`config.mk`:
```
export PLATFORM = sky130hd
export DESIGN_NAME = tmx_addsub_top
export DESIGN_NICKNAME = d
export VERILOG_FILES = /design/src/rtl/tmx_pkg.sv /design/src/rtl/tmx_sched.sv /design/src/rtl/tmx_addsub.sv /design/src/rtl/tmx_result_bank.sv /design/src/rtl/tmx_addsub_top.sv
export SDC_FILE = /design/constraint.sdc
export NUM_CORES = 1
export LEC_CHECK = 0
export ABC_AREA = 1
export BUFFER_PORTS_ARGS = -buffer_cell sky130_fd_sc_hd__buf_2
export CAP_MARGIN = 30
export CORE_ASPECT_RATIO = 0.9
export CORE_MARGIN = 4
export CORE_UTILIZATION = 53
export CTS_BUF_LIST = sky130_fd_sc_hd__clkbuf_8 sky130_fd_sc_hd__clkbuf_16
export DETAILED_ROUTE_END_ITERATION = 12
export PLACE_DENSITY = 0.75
export SLEW_MARGIN = 20
export SYNTH_ARGS = -nofsm -noshare
export SYNTH_HDL_FRONTEND = slang
export SYNTH_SLANG_ARGS = --single-unit
```
`constraint.sdc`:
```
create_clock -name clk -period 10.4 [get_ports clk]
set_clock_uncertainty 0.2 [all_clocks]
set_input_delay 0.52 -clock clk [delete_from_list [all_inputs] [get_ports clk]]
set_output_delay 0.52 -clock clk [all_outputs]
set_load 0.05 [all_outputs]
```
`src/rtl/tmx_pkg.sv`:
```
package tmx_pkg;
  localparam int SLOT_COUNT = 4;
  localparam int SLOT_W     = $clog2(SLOT_COUNT);

  typedef logic [SLOT_W-1:0] slot_t;
  localparam slot_t LAST_SLOT = slot_t'(SLOT_COUNT - 1);

  typedef enum logic { OP_ADD = 1'b0, OP_SUB = 1'b1 } op_e;
  typedef enum logic { SRC_A = 1'b0, SRC_B = 1'b1 } src_e;

  typedef struct packed {
    src_e x_src;
    src_e y_src;
    op_e  op;
  } slot_plan_t;

  // Fixed schedule: slot index to operand routing and function
  function automatic slot_plan_t plan_for(slot_t s);
    slot_plan_t p;
    case (s)
      2'd0:    p = '{x_src: SRC_A, y_src: SRC_B, op: OP_ADD};
      2'd1:    p = '{x_src: SRC_A, y_src: SRC_B, op: OP_SUB};
      2'd2:    p = '{x_src: SRC_A, y_src: SRC_A, op: OP_ADD};
      default: p = '{x_src: SRC_B, y_src: SRC_B, op: OP_ADD};
    endcase
    return p;
  endfunction
endpackage

```
`src/rtl/tmx_sched.sv`:
```
module tmx_sched
  import tmx_pkg::*;
(
  input  logic  clk,
  input  logic  rst,
  input  logic  in_valid,
  output logic  accept,
  output logic  busy,
  output slot_t slot,
  output logic  all_done,
  output logic  overrun
);
  logic  busy_q;
  slot_t slot_q;
  logic  done_q;
  logic  ovr_q;
  logic  last_slot;
  logic  early_strobe;

  assign last_slot    = busy_q && (slot_q == LAST_SLOT);
  assign accept       = in_valid && (!busy_q || last_slot);
  assign early_strobe = in_valid && !accept;

  always_ff @(posedge clk) begin
    if (rst) begin
      busy_q <= 1'b0;
      slot_q <= '0;
      done_q <= 1'b0;
      ovr_q  <= 1'b0;
    end else begin
      done_q <= last_slot;
      if (accept) begin
        busy_q <= 1'b1;
        slot_q <= '0;
      end else if (busy_q) begin
        slot_q <= slot_q + slot_t'(1);
        if (last_slot) busy_q <= 1'b0;
      end
      if (early_strobe) ovr_q <= 1'b1;
    end
  end

  assign busy     = busy_q;
  assign slot     = slot_q;
  assign all_done = done_q;
  assign overrun  = ovr_q;

  // once raised, the error flag only falls through reset
  assert_overrun_sticky_R8: assert property (@(posedge clk) disable iff (rst)
    overrun |=> overrun);

  // the flag rises only after an operand strobe
  assert_overrun_cause_R8: assert property (@(posedge clk) disable iff (rst)
    $rose(overrun) |-> $past(in_valid));

  // while idle the slot index does not move
  assert_idle_slot_hold_R1: assert property (@(posedge clk) disable iff (rst)
    (!busy && !in_valid) |=> $stable(slot));
endmodule

```
`src/rtl/tmx_addsub.sv`:
```
module tmx_addsub
  import tmx_pkg::*;
#(
  parameter int W = 16
) (
  input  logic [W-1:0] op_a,
  input  logic [W-1:0] op_b,
  input  slot_t        slot,
  output logic [W:0]   result
);
  localparam int RW = W + 1;

  // Sign-extend a W-bit operand to the result width
  function automatic logic [RW-1:0] widen(logic [W-1:0] v);
    return {v[W-1], v};
  endfunction

  // One shared add/subtract: width W+1 cannot wrap for W-bit inputs
  function automatic logic [RW-1:0] addsub(logic [RW-1:0] x, logic [RW-1:0] y, op_e op);
    return (op == OP_SUB) ? (x - y) : (x + y);
  endfunction

  slot_plan_t    plan;
  logic [RW-1:0] x_in;
  logic [RW-1:0] y_in;

  always_comb begin
    plan   = plan_for(slot);
    x_in   = (plan.x_src == SRC_A) ? widen(op_a) : widen(op_b);
    y_in   = (plan.y_src == SRC_A) ? widen(op_a) : widen(op_b);
    result = addsub(x_in, y_in, plan.op);
  end
endmodule

```
`src/rtl/tmx_result_bank.sv`:
```
module tmx_result_bank
  import tmx_pkg::*;
#(
  parameter int W = 16
) (
  input  logic                         clk,
  input  logic                         rst,
  input  logic                         wr_en,
  input  slot_t                        wr_slot,
  input  logic [W:0]                   wr_data,
  output logic [SLOT_COUNT-1:0][W:0]   bank,
  output logic [W:0]                   lane_data,
  output slot_t                        lane_slot,
  output logic                         lane_valid
);
  logic [SLOT_COUNT-1:0][W:0] bank_q;

  for (genvar g = 0; g < SLOT_COUNT; g++) begin : g_slot_reg
    always_ff @(posedge clk) begin
      if (rst)                                  bank_q[g] <= '0;
      else if (wr_en && (wr_slot == slot_t'(g))) bank_q[g] <= wr_data;
    end
  end

  always_ff @(posedge clk) begin
    if (rst) begin
      lane_data  <= '0;
      lane_slot  <= '0;
      lane_valid <= 1'b0;
    end else begin
      lane_valid <= wr_en;
      if (wr_en) begin
        lane_data <= wr_data;
        lane_slot <= wr_slot;
      end
    end
  end

  assign bank = bank_q;

  // doubling slots always deliver an even value
  assert_double_even_R4: assert property (@(posedge clk) disable iff (rst)
    (lane_valid && lane_slot[1]) |-> (lane_data[0] == 1'b0));

  // the lane value of slot 0 matches the sum register
  assert_sum_lane_R2: assert property (@(posedge clk) disable iff (rst)
    (lane_valid && lane_slot == 2'd0) |-> (lane_data == bank_q[0]));
endmodule

```
`src/rtl/tmx_addsub_top.sv`:
```
module tmx_addsub_top
  import tmx_pkg::*;
#(
  parameter int W = 16
) (
  input  logic             clk,
  input  logic             rst,
  input  logic             in_valid,
  input  logic [W-1:0]     in_a,
  input  logic [W-1:0]     in_b,
  output logic [W:0]       out_sum,
  output logic [W:0]       out_diff,
  output logic [W:0]       out_twice_a,
  output logic [W:0]       out_twice_b,
  output logic             out_valid,
  output logic [W:0]       lane_data,
  output logic [1:0]       lane_slot,
  output logic             lane_valid,
  output logic             overrun
);
  logic                       accept;
  logic                       busy;
  slot_t                      slot;
  logic [W-1:0]               a_q;
  logic [W-1:0]               b_q;
  logic [W:0]                 alu_y;
  logic [SLOT_COUNT-1:0][W:0] bank;

  tmx_sched u_sched (
    .clk      (clk),
    .rst      (rst),
    .in_valid (in_valid),
    .accept   (accept),
    .busy     (busy),
    .slot     (slot),
    .all_done (out_valid),
    .overrun  (overrun)
  );

  always_ff @(posedge clk) begin
    if (rst) begin
      a_q <= '0;
      b_q <= '0;
    end else if (accept) begin
      a_q <= in_a;
      b_q <= in_b;
    end
  end

  tmx_addsub #(.W(W)) u_alu (
    .op_a   (a_q),
    .op_b   (b_q),
    .slot   (slot),
    .result (alu_y)
  );

  tmx_result_bank #(.W(W)) u_bank (
    .clk        (clk),
    .rst        (rst),
    .wr_en      (busy),
    .wr_slot    (slot),
    .wr_data    (alu_y),
    .bank       (bank),
    .lane_data  (lane_data),
    .lane_slot  (lane_slot),
    .lane_valid (lane_valid)
  );

  assign out_sum     = bank[0];
  assign out_diff    = bank[1];
  assign out_twice_a = bank[2];
  assign out_twice_b = bank[3];

  // completion strobe coincides with the final lane slot
  assert_done_on_last_R7: assert property (@(posedge clk) disable iff (rst)
    out_valid |-> (lane_valid && lane_slot == 2'd3));

  // completion strobe lasts a single cycle
  assert_done_pulse_R7: assert property (@(posedge clk) disable iff (rst)
    out_valid |=> !out_valid);

  // (a+b) + (a-b) equals 2a exactly when the set is complete
  assert_no_overflow_R6: assert property (@(posedge clk) disable iff (rst)
    out_valid |-> (($signed({out_sum[W], out_sum}) + $signed({out_diff[W], out_diff}))
                   == $signed({out_twice_a[W], out_twice_a})));

  // slot indices on the lane climb by one until the last slot
  assert_slot_order_R1: assert property (@(posedge clk) disable iff (rst)
    (lane_valid && lane_slot != 2'd3) |=> (lane_valid && lane_slot == $past(lane_slot) + 2'd1));
endmodule

```
* Word level (Yosys, flattened, before mapping)
Cells that the tools add are included. Widths: inputs -> output; s select.
Operators by class: equal/unequal tests 3, reductions and logical operators 11, add/subtract/negate cells 3, mux-type cells 7
Operators by type and width (count):
- $mux 17 | 3
- $add 17x17->17 | 1
- $sub 17x17->17 | 1
- $pmux 3 s3 | 1
- $logic_and 1x1->1 | 6
- $eq 2x2->1 const B | 2
- $mux 1 | 3
- $add 2x1->2 const B | 1
- $eq 2x1->1 const B | 1
- $logic_not 1->1 | 2
- $logic_not 2->1 | 1
- $reduce_or 2->1 | 1
- $logic_or 1x1->1 | 1
Word-level totals: flip-flop bits (word level) 125, word-level logic and storage cells 37, input bits 35, output and inout bits 90

* Depth between registers and ports, before layout
depth after elaboration 6, depth in mapped cells 26

* Cells and area by module
From an unflattened synthesis, not the netlist that was laid out.
Unflattened totals: cells, all modules 1068, area total of the unflattened synthesis 7071.8 um^2
Modules (own cells, without submodules):
- tmx_result_bank | cells each 507, seq. area each 1761.7 um^2, area an instance 3721.1 um^2, times used 1
- tmx_addsub | cells each 333, seq. area each 0.0 um^2, area an instance 1815.5 um^2, times used 1
- tmx_addsub_top | cells each 203, seq. area each 640.6 um^2, area an instance 1338.8 um^2, times used 1
- tmx_sched | cells each 25, seq. area each 100.1 um^2, area an instance 196.4 um^2, times used 1

* Least setup slack after synthesis
OpenSTA, ideal clock, no wires.
kind register to register, start register u_sched.slot_q[0], in the netlist u_sched.slot[0], end register u_bank.bank_q (netlist bit u_bank.bank[32]), arrival 3.143 ns, cell stages (with the launch flop) 22, buffers on the path 2, path slack 6.948 ns, clock period less this slack 3.452 ns, path through dfxtp_1 inv_1 ha_1 buf_6 buf_12 o21ai_2 ha_1 nand3_1 nor2_2 nand3_1 nand2_2 o21a_1 o21ai_0 xor2_1 ha_1 inv_1 nor3_1 nand3_1 nand3_1 nand3_1 nand2_1 inv_1
Between the ends: cells in the longest elaborated chain, start to end 5, elaborated cells on any way between the ends 10
RTL lines:
- start: declaration | RTL line tmx_sched.sv:14 | slot_t slot_q;
- start signal: assignment | RTL line tmx_sched.sv:36 | slot_q <= slot_q + slot_t'(1);
- $eq 2x2->1 (tied with other cells) | RTL line tmx_pkg.sv:20 | case (s)
- $pmux 3 s3 | RTL line tmx_pkg.sv:20
- $mux 17, on equally long branches | RTL line tmx_addsub.sv:29, tmx_addsub.sv:30
- $add 17x17->17 or $sub 17x17->17 (tied branches) | RTL line tmx_addsub.sv:20 | return (op == OP_SUB) ? (x - y) : (x + y);
- $mux 17 | RTL line tmx_addsub.sv:20
- end signal: indexed assignment | RTL line tmx_result_bank.sv:21 | else if (wr_en && (wr_slot == slot_t'(g))) bank_q[g] <= wr_data;
- end: declaration | RTL line tmx_result_bank.sv:16 | logic [SLOT_COUNT-1:0][W:0] bank_q;
Several ways; a longest one is shown, not always the timed one. A chain may end at the register's enable or synchronous reset.

* Worst setup path after layout
start register u_sched.slot_q[0], in the netlist u_sched.slot[0], end register u_bank.bank_q (netlist bit u_bank.bank[25])
Same word-level chain as after synthesis.

==> run metrics <==
outcome finished clean; ys flop type dfxtp_1; area delta synth->final 19.6%; Setup Buffers After CTS 0; Mapped Nets 985; clock buffer count from CTS 17; Worst Path Required 10.50 ns; cells after synthesis 927; grt met1 use 0.341; vias in the first global route 5680; crit start category flop; power per standard cell area 202 nW/um^2; distinct cell type count after synthesis 33; Max Clock Freq 235 MHz; number of port buffers 124; met3 usage 0.0604; synthesized cell area 6300 um^2; Seq/Total Area, Yosys 0.397; routed wire length 16500 um; RSZ-0062 raised after global routing no; H-tree levels 4; drt drc 0; TNS Setup 0 ns; CTS Root Cell clkbuf_16; Synth Warn # 0; TritonCTS clock tree yes; Crit Path Max Fanout 20; hold_ws 0.159 ns; CTS sink cnt 125; met2 Resource Use GR 0.390; core box area 11500 um^2; register area 2500 um^2; largest net degree at the start of global routing 61; routed len/inst 13.7 um; ant diodes 0; first-pass GRT wire length 27400 um; initial DRC count 452; number of fill cells 1044; antenna violations before repair 0; Die Height 111 um; final setup vio count 0; Chip Width 123 um; CP Data Arrival Time 4.36 ns; Combinational Power Share 0.276; Final min period 4.26 ns; placed inst area 6970 um^2; Final Hold Viols 0; Ports 125; Worst-path clk slew 0.06 ns; Final Cycle Share 0.409; die area 13700 um^2; Pwr Total 1530 uW; final count of pins violating max slew 0; FFs w/ async S/R, synth 0; routed via count 6050; Final Wtd Congestion 0.991; post-CTS sizing 0; Final #Nets 1094; gr usage total 0.248; Most Used Layer, Global Route met2; syn_area_per_cell 6.80 um^2; vias per inst 5.02; sw frac 0.361; Hold Buf Count CTS 0; Core Rows 37; pre-CTS WS 6.20 ns; Multi-input gate area 3110 um^2; Final Cell Area 7540 um^2; reported leakage power 0.00413 uW; clock power share 0.377; most common cell after layout, fill and taps aside nand2_1; DRT Pass-1 Iters 5; worst-skew pair later-pin latency 0.41 ns; Least-Margin Pin Slew 0.819 ns; CP Capture Type flop; clock buffer depth 2; Sequential Power Share 0.347; global route overflow 0; total net switching power 551 uW; VDD IR max 0.138 mV; slew margin rel. 0.453; critical path class reg -> reg; layout cells sized above 1 0.179; Pint 974 uW; effective utilization at floorplan 0.547; final worst slack 6.14 ns; Routed Antenna Nets 0; Final HPWL DP 11800 um; hold crit path type in -> reg; commonest non-fill, non-tap cells in the layout 174 x nand2_1, 162 x nor2_1, 126 x inv_1, 125 x dfxtp_1, 124 x buf_2; FF+latch count, synth 125; number of max-cap violations 0; Post-synth EDFFs 0
-- logic make-up after synthesis --
family	synth area share
buffers and inverters	0.109
xor gates and xnor gates	0.0306
DFF	0.397
and+or+nand+nor	0.269
adders and majority gates	0.0469
AOI/OAI and AO/OA	0.147
-- synthesized netlist by cell type, types with 2 or more instances --
| cell type | count | area (um^2) |
|---|---|---|
| xnor2_1 | 7 | 61.3 |
| nand2_1 | 174 | 653 |
| nor2_1 | 162 | 608 |
| inv_2 | 6 | 22.5 |
| nor3_1 | 5 | 25.0 |
| nand2_2 | 12 | 75.1 |
| nor2_2 | 3 | 18.8 |
| a31oi_1 | 4 | 25.0 |
| buf_6 | 2 | 22.5 |
| dfxtp_1 | 125 | 2500 |
| ha_1 | 22 | 275 |
| nand4_1 | 4 | 25.0 |
| o21bai_1 | 4 | 30.0 |
| nor3_2 | 2 | 20.0 |
| clkbuf_1 | 25 | 93.8 |
| o21ai_2 | 2 | 17.5 |
| buf_1 | 2 | 7.51 |
| o21a_1 | 2 | 15.0 |
| inv_1 | 126 | 473 |
| o21ai_0 | 93 | 465 |
| o211ai_1 | 15 | 113 |
| buf_2 | 9 | 45.0 |
| a21oi_1 | 50 | 250 |
| nand3_1 | 48 | 240 |
| xor2_1 | 15 | 131 |
-- final cells by class --
type / count / share of cell area
clock buffer: 17 / 0.0564
tap: 156 / 0.0259
sequential: 125 / 0.332
clock inverter: 14 / 0.0193
inverter: 133 / 0.0662
multi-input combinational: 630 / 0.413
timing repair buffer: 129 / 0.0873
-- worst max-delay path: stages, from the launching register on --
cell	delay, ns
dfxtp_1	0.35
inv_1	0.12
ha_1	0.66
inv_2	0.28
nand2_1	0.12
nand2_1	0.13
nor2_1	0.13
nand4_2	0.14
nor3_2	0.21
nor2_1	0.08
xnor2_1	0.16
ha_1	0.38
inv_1	0.05
o21ai_0	0.24
nor2_1	0.08
nand2_1	0.16
xor2_1	0.38
nand2_1	0.09
o211ai_1	0.10
inv_1	0.08
-- path summary, 6_finish.rpt --
check / slack (ns) / startpoint / endpoint / cells after the start
worst min register to register: 0.27 / u_sched.overrun / u_sched.overrun / 1
worst max register to register: 6.14 / u_sched.slot[0] / u_bank.bank[25] / 19
worst max-delay path: 6.14 / u_sched.slot[0] / u_bank.bank[25] / 19
worst min-delay path: 0.16 / in_b[2] / b_q[2] / 3
-- power by group through the flow --
stage	logic (uW)	registers [uW]	clock network, uW
3_3_place_gp	410	538	0
3_5_place_dp	413	539	0
5_1_grt	463	533	605
2_1_floorplan	231	609	0
4_1_cts	419	529	581
6_report	421	529	575
-- registers in the layout (all words and copies together) (netlist names) --
| name | flops |
|---|---|
| u_bank.bank | 68 |
| u_bank.lane_data | 17 |
| a_q | 16 |
| b_q | 16 |
| u_bank.lane_slot | 2 |
| u_sched.slot | 2 |
| u_bank.lane_valid | 1 |
| u_sched.all_done | 1 |
| u_sched.busy | 1 |
| u_sched.overrun | 1 |
-- per-layer routing --
layer / vias to the layer above / share of wire
li1: 3136 / -
met1: 2695 / 0.46
met2: 197 / 0.45
met3: 22 / 0.072
met4: 0 / 0.013
met5: - / 0
-- stage by stage --
stage | std cells | utilization
3_3_place_gp | 1173 | 0.604
4_1_cts | 1204 | 0.654
5_1_grt | 1204 | 0.654
6_report | 1204 | 0.654
2_1_floorplan | 927 | -
3_5_place_dp | 1173 | 0.604
(Power assumes the default switching activity.)
